$ cat src/rtl/fbase_shadow.sv
module fbase_shadow #(
  parameter int DATA_W = 32,
  parameter int ADDR_W = 3
) (
  input  logic              clk,
  input  logic              rst_n,
  input  logic              frame_start,
  input  logic              bus_we,
  input  logic [ADDR_W-1:0] bus_addr,
  input  logic [DATA_W-1:0] bus_wdata,
  output logic [DATA_W-1:0] bus_rdata,
  output logic [DATA_W-1:0] active_base,
  output logic              irq
);
  localparam logic [ADDR_W-1:0] OFS_PEND = ADDR_W'(0);
  localparam logic [ADDR_W-1:0] OFS_ACT  = ADDR_W'(1);
  localparam logic [ADDR_W-1:0] OFS_EN   = ADDR_W'(2);
  localparam logic [ADDR_W-1:0] OFS_RAW  = ADDR_W'(3);
  localparam logic [ADDR_W-1:0] OFS_MSK  = ADDR_W'(4);
  localparam logic [ADDR_W-1:0] OFS_CLR  = ADDR_W'(5);
  localparam logic [DATA_W-1:0] ALIGN_MASK = ~DATA_W'(3);

  logic [DATA_W-1:0] pend_base, act_base;
  logic pend_flag, raw_stat, irq_en, irq_q;

  wire wr_pend = bus_we && (bus_addr == OFS_PEND);
  wire wr_en   = bus_we && (bus_addr == OFS_EN);
  wire wr_clr  = bus_we && (bus_addr == OFS_CLR);
  wire take    = frame_start && pend_flag;

  always_ff @(posedge clk) begin
    if (!rst_n) begin
      pend_base <= '0;
      act_base  <= '0;
      pend_flag <= 1'b0;
      raw_stat  <= 1'b0;
      irq_en    <= 1'b0;
      irq_q     <= 1'b0;
    end else begin
      if (wr_pend) pend_base <= bus_wdata & ALIGN_MASK;
      if (wr_pend) pend_flag <= 1'b1;
      else if (take) pend_flag <= 1'b0;
      if (take) act_base <= pend_base;
      if (wr_en) irq_en <= bus_wdata[0];
      if (take) raw_stat <= 1'b1;
      else if (wr_clr && bus_wdata[0]) raw_stat <= 1'b0;
      irq_q <= raw_stat & irq_en;
    end
  end

  always_comb begin
    case (bus_addr)
      OFS_PEND: bus_rdata = pend_base;
      OFS_ACT:  bus_rdata = act_base;
      OFS_EN:   bus_rdata = {{(DATA_W-1){1'b0}}, irq_en};
      OFS_RAW:  bus_rdata = {{(DATA_W-1){1'b0}}, raw_stat};
      OFS_MSK:  bus_rdata = {{(DATA_W-1){1'b0}}, raw_stat & irq_en};
      default:  bus_rdata = '0;
    endcase
  end

  assign active_base = act_base;
  assign irq = irq_q;
endmodule


$ cat config.mk
export PLATFORM = sky130hd
export DESIGN_NAME = fbase_shadow
export DESIGN_NICKNAME = d
export VERILOG_FILES = /design/src/rtl/fbase_shadow.sv
export SDC_FILE = /design/constraint.sdc
export NUM_CORES = 1
export LEC_CHECK = 0
export BUFFER_PORTS_ARGS = -buffer_cell sky130_fd_sc_hd__buf_4
export CAP_MARGIN = 5
export CORE_MARGIN = 2
export CORE_UTILIZATION = 53
export CTS_BUF_LIST = sky130_fd_sc_hd__clkbuf_8
export CTS_CLUSTER_DIAMETER = 200
export DETAILED_ROUTE_END_ITERATION = 10
export PLACE_DENSITY = 0.91
export SLEW_MARGIN = 20
export SYNTH_ARGS = -nofsm -noshare
export SYNTH_HDL_FRONTEND = slang
export SYNTH_SLANG_ARGS = --single-unit
$ cat constraint.sdc
create_clock -name clk -period 3 [get_ports clk]
set_clock_uncertainty 0.1 [all_clocks]
set_input_delay 0.15 -clock clk [delete_from_list [all_inputs] [get_ports clk]]
set_output_delay 0.15 -clock clk [all_outputs]
set_load 0.02 [all_outputs]
==> summary.md <==
| Metric | Value |
|---|---|
| Status | `finished clean` |
| Ys Warns | `0` |
| RSZ-0062 raised after global routing | `no` |
| Drt wl/cell | `between 10 and 15 um` |
| Synth unique cells | `23` |
| Mux contribution to synthesized area | `0%` |
| Die X | `approximately 75 um` |
| CP max stage delay | `0.41 ns` |
| Data arrival, critical path | `~1.7 ns` |
| Flops & latches, synth | `between 60 and 70` |
| Cell area power density | `roughly 450 nW/um^2` |
| Slowest CP cell | `and2_1` |
| Final Util | `82.7%` |
| Kind of critical path | `reg2reg` |
| Initial Util | `55.9%` |
| Share of the synthesized area in the top cell type | `between 40% and 50%` |
| Clk_lat worst skew | `around 0.33 ns` |
| Setup crit end kind | `flop` |
| Peak supply drop | `roughly 0.00035 V` |
| Area leader, netlist | `dfxtp_1` |
| 1st-iter DRT viols | `around 220` |
| Clock transition at path regs | `0.06 ns` |
| Leak | `1.64 nW` |
| Final Hold Fails | `0` |
| CTS tree | `done` |
| Share of the yosys chip area belonging to registers | `a little under half` |
| Routed WL | `between 7 and 8 mm` |
| Vias | `2815` |
| Fill count | `about 330` |
| Post-Synth Adder-Cell Area | `0%` |
| Chip height | `roughly 75 um` |
| Post-Syn Area | `2690 um^2` |
| Reg area | `about 1300 um^2` |
| Simple-Gate Fraction of Synth Area | `between 20% and 30%` |
| Vias in the first global route | `between 2k and 3k` |
| Final net count | `between 400 and 500` |
| Core Rows | `25` |
| CP Launch Type | `flop` |
| Area of the multi-input gates | `around 1300 um^2` |
| Ranking of synthesized cells by area | `dfxtp_1 48%, nand2_1 13%, a22o_1 9.8%, a21boi_0 8.6%, nand3_1 6.1%` |
| Worst slew margin | `a little under half` |
| Pre-antenna DRT Iters | `4` |
| Hold buffers post-CTS | `31` |
| Post-CTS Resized | `0` |
| Worst path bufs/invs | `1` |
| Max_cap viols | `0` |
| Sinks on Clock Net | `between 60 and 70` |
| CTS H-tree lvls | `3` |
| Final Wtd Congestion | `0.783` |
| Endpoints failing setup | `0` |
| Die area | `roughly 5700 um^2` |
| CTS buffer count | `9` |
| Hpwl dp | `4.59 mm` |
| Syn_area_per_cell | `a little over 8 um^2` |
| Max Slew Vio Count | `0` |
| Syn Inst Count | `between 300 and 400` |
| Antenna violations before repair | `0` |
| Post-route clock period utilization | `around 50%` |
| GRT Total Usage | `28.9%` |
| Postcts setup bufs | `0` |
| Port Buffers | `99` |
| DRC | `0` |
| Max Root-Sink Buffers | `2` |
| Compound-Gate Fraction of Synth Area | `approximately a quarter` |
| Worst path cell trace | `and2_1 > buf_4 > nand2_1 > a21boi_0` |
| Largest net degree at the start of global routing | `96` |
| Layout cells sized above 1 | `27.2%` |
| FMAX | `656 MHz` |
| I/O Pins | `104` |
| Antenna Nets Post-Route | `0` |
| Setup TNS Final | `0 ns` |
| GRT Residual Overflow | `0` |
| Main combinational cell family by area after synthesis | `compound AO/OA/AOI/OAI gates` |
| Data required time at the worst endpoint | `about 3.1 ns` |
| Crit-path leading delay family | `simple AND/OR/NAND/NOR gates` |
| First-pass GRT wire length | `between 10 and 15 mm` |
| Final min period | `1.52 ns` |
| Synth Area in XOR/XNOR | `0%` |
| Inserted Diodes | `0` |
| Worst Tran Pin Value | `just over 0.8 ns` |
| Largest fanout on the critical path | `20` |
| CORE AREA | `around 4800 um^2` |
| Area delta synth->final | `48.0%` |
| CTS root buf | `clkbuf_8` |
| Drt via density | `roughly 5.4` |
| Hold Crit Class | `in2reg` |
tightest hold or removal path: cells and delay by family:
kind	cells	cell delay (ns)
AOI/OAI and AO/OA	1	0.15
and+or+nand+nor	1	0.04
buffers and inverters	1	0.09
cell usage after synthesis:
master    count
nand2_1      92
buf_4         3
nor4bb_1      1
a22o_1       30
nand2b_1      1
dfxtp_1      64
clkbuf_1     19
buf_1         1
and3_1        1
clkbuf_2      1
nor2b_1       2
nor3b_1       1
buf_2         7
o21ai_0      29
a21boi_0     31
and2_1        1
o21ai_1       5
conb_1        1
nand3_1      33
and3b_1       1
o21a_1        1
nor3_1        1
nor4b_4       1
worst paths after layout:
kind / start / end / slack (ns) / cells past startpoint
worst max-delay path: pend_flag$_SDFFE_PN0P_ / active_base[15]$_SDFFE_PN0P_ / 1.48 / 4
worst min-delay path: frame_start / pend_flag$_SDFFE_PN0P_ / 0.04 / 3
worst max register to register: pend_flag$_SDFFE_PN0P_ / active_base[15]$_SDFFE_PN0P_ / 1.48 / 4
worst min register to register: pend_base[19]$_SDFFE_PN0P_ / pend_base[19]$_SDFFE_PN0P_ / 0.37 / 2
power breakdown:
group          internal, mW  total (mW)  switching [mW]
Sequential            0.859       0.867         0.00781
Clock                 0.481       0.797           0.317
Combinational        0.0785       0.148          0.0699
Total                  1.42        1.81           0.394
metrics by stage:
step	std cells	hold WS [ns]	area [um^2]	power [mW]	worst slack (ns)
2_1_floorplan	329	0.180	2700	0.942	1.74
3_3_place_gp	472	0.267	3460	0.996	1.57
3_5_place_dp	472	0.269	3460	0.998	1.47
4_1_cts	519	0.0342	3980	1.82	1.46
5_1_grt	519	0.0491	3980	1.87	1.31
6_report	519	0.0404	3980	1.81	1.48
flip-flops by register name (all words and copies together) (netlist names):
signal       count
irq_en           1
raw_stat         1
pend_base       30
active_base     30
irq              1
pend_flag        1
metal layers:
layer  share of wire [%]  wire length, um  vias up  track usage [%]
li1                    -                -     1362                -
met3                 5.4              422       16             5.22
met4                 2.4              188        0             15.2
met1                  40             3080     1326             33.7
met2                  52             4080      111             50.4
met5                   0                0        -                0
area by class of cell:
cell class                 instances  share of cell area (%)
tap                               67                    2.10
multi-input combinational        234                    32.4
timing repair buffer             138                    28.0
clock inverter                     6                    1.92
sequential                        64                    32.2
clock buffer                      10                    3.45
cell families (layout without fill, tap and decap cells):
family,count (synthesis),in the layout
compound gates,96,96
buf+inv,31,154
flops,64,64
other cells,1,3
simple gates,135,135
cells in the final DEF, fill, tap and decap left out, drive strengths merged:
cell	instances
conb	3
o21ai	34
nand2	92
and2	1
dfxtp	64
nor2b	2
nor4bb	1
inv	3
dlygate4sd3	31
nand3	33
bufinv	2
and3b	1
and3	1
nor3	1
clkinv	1
o21a	1
clkbuf	10
nor4b	1
nor3b	1
a21boi	31
buf	107
a22o	30
nand2b	1
No activity file was read; power rests on OpenSTA's default activity.
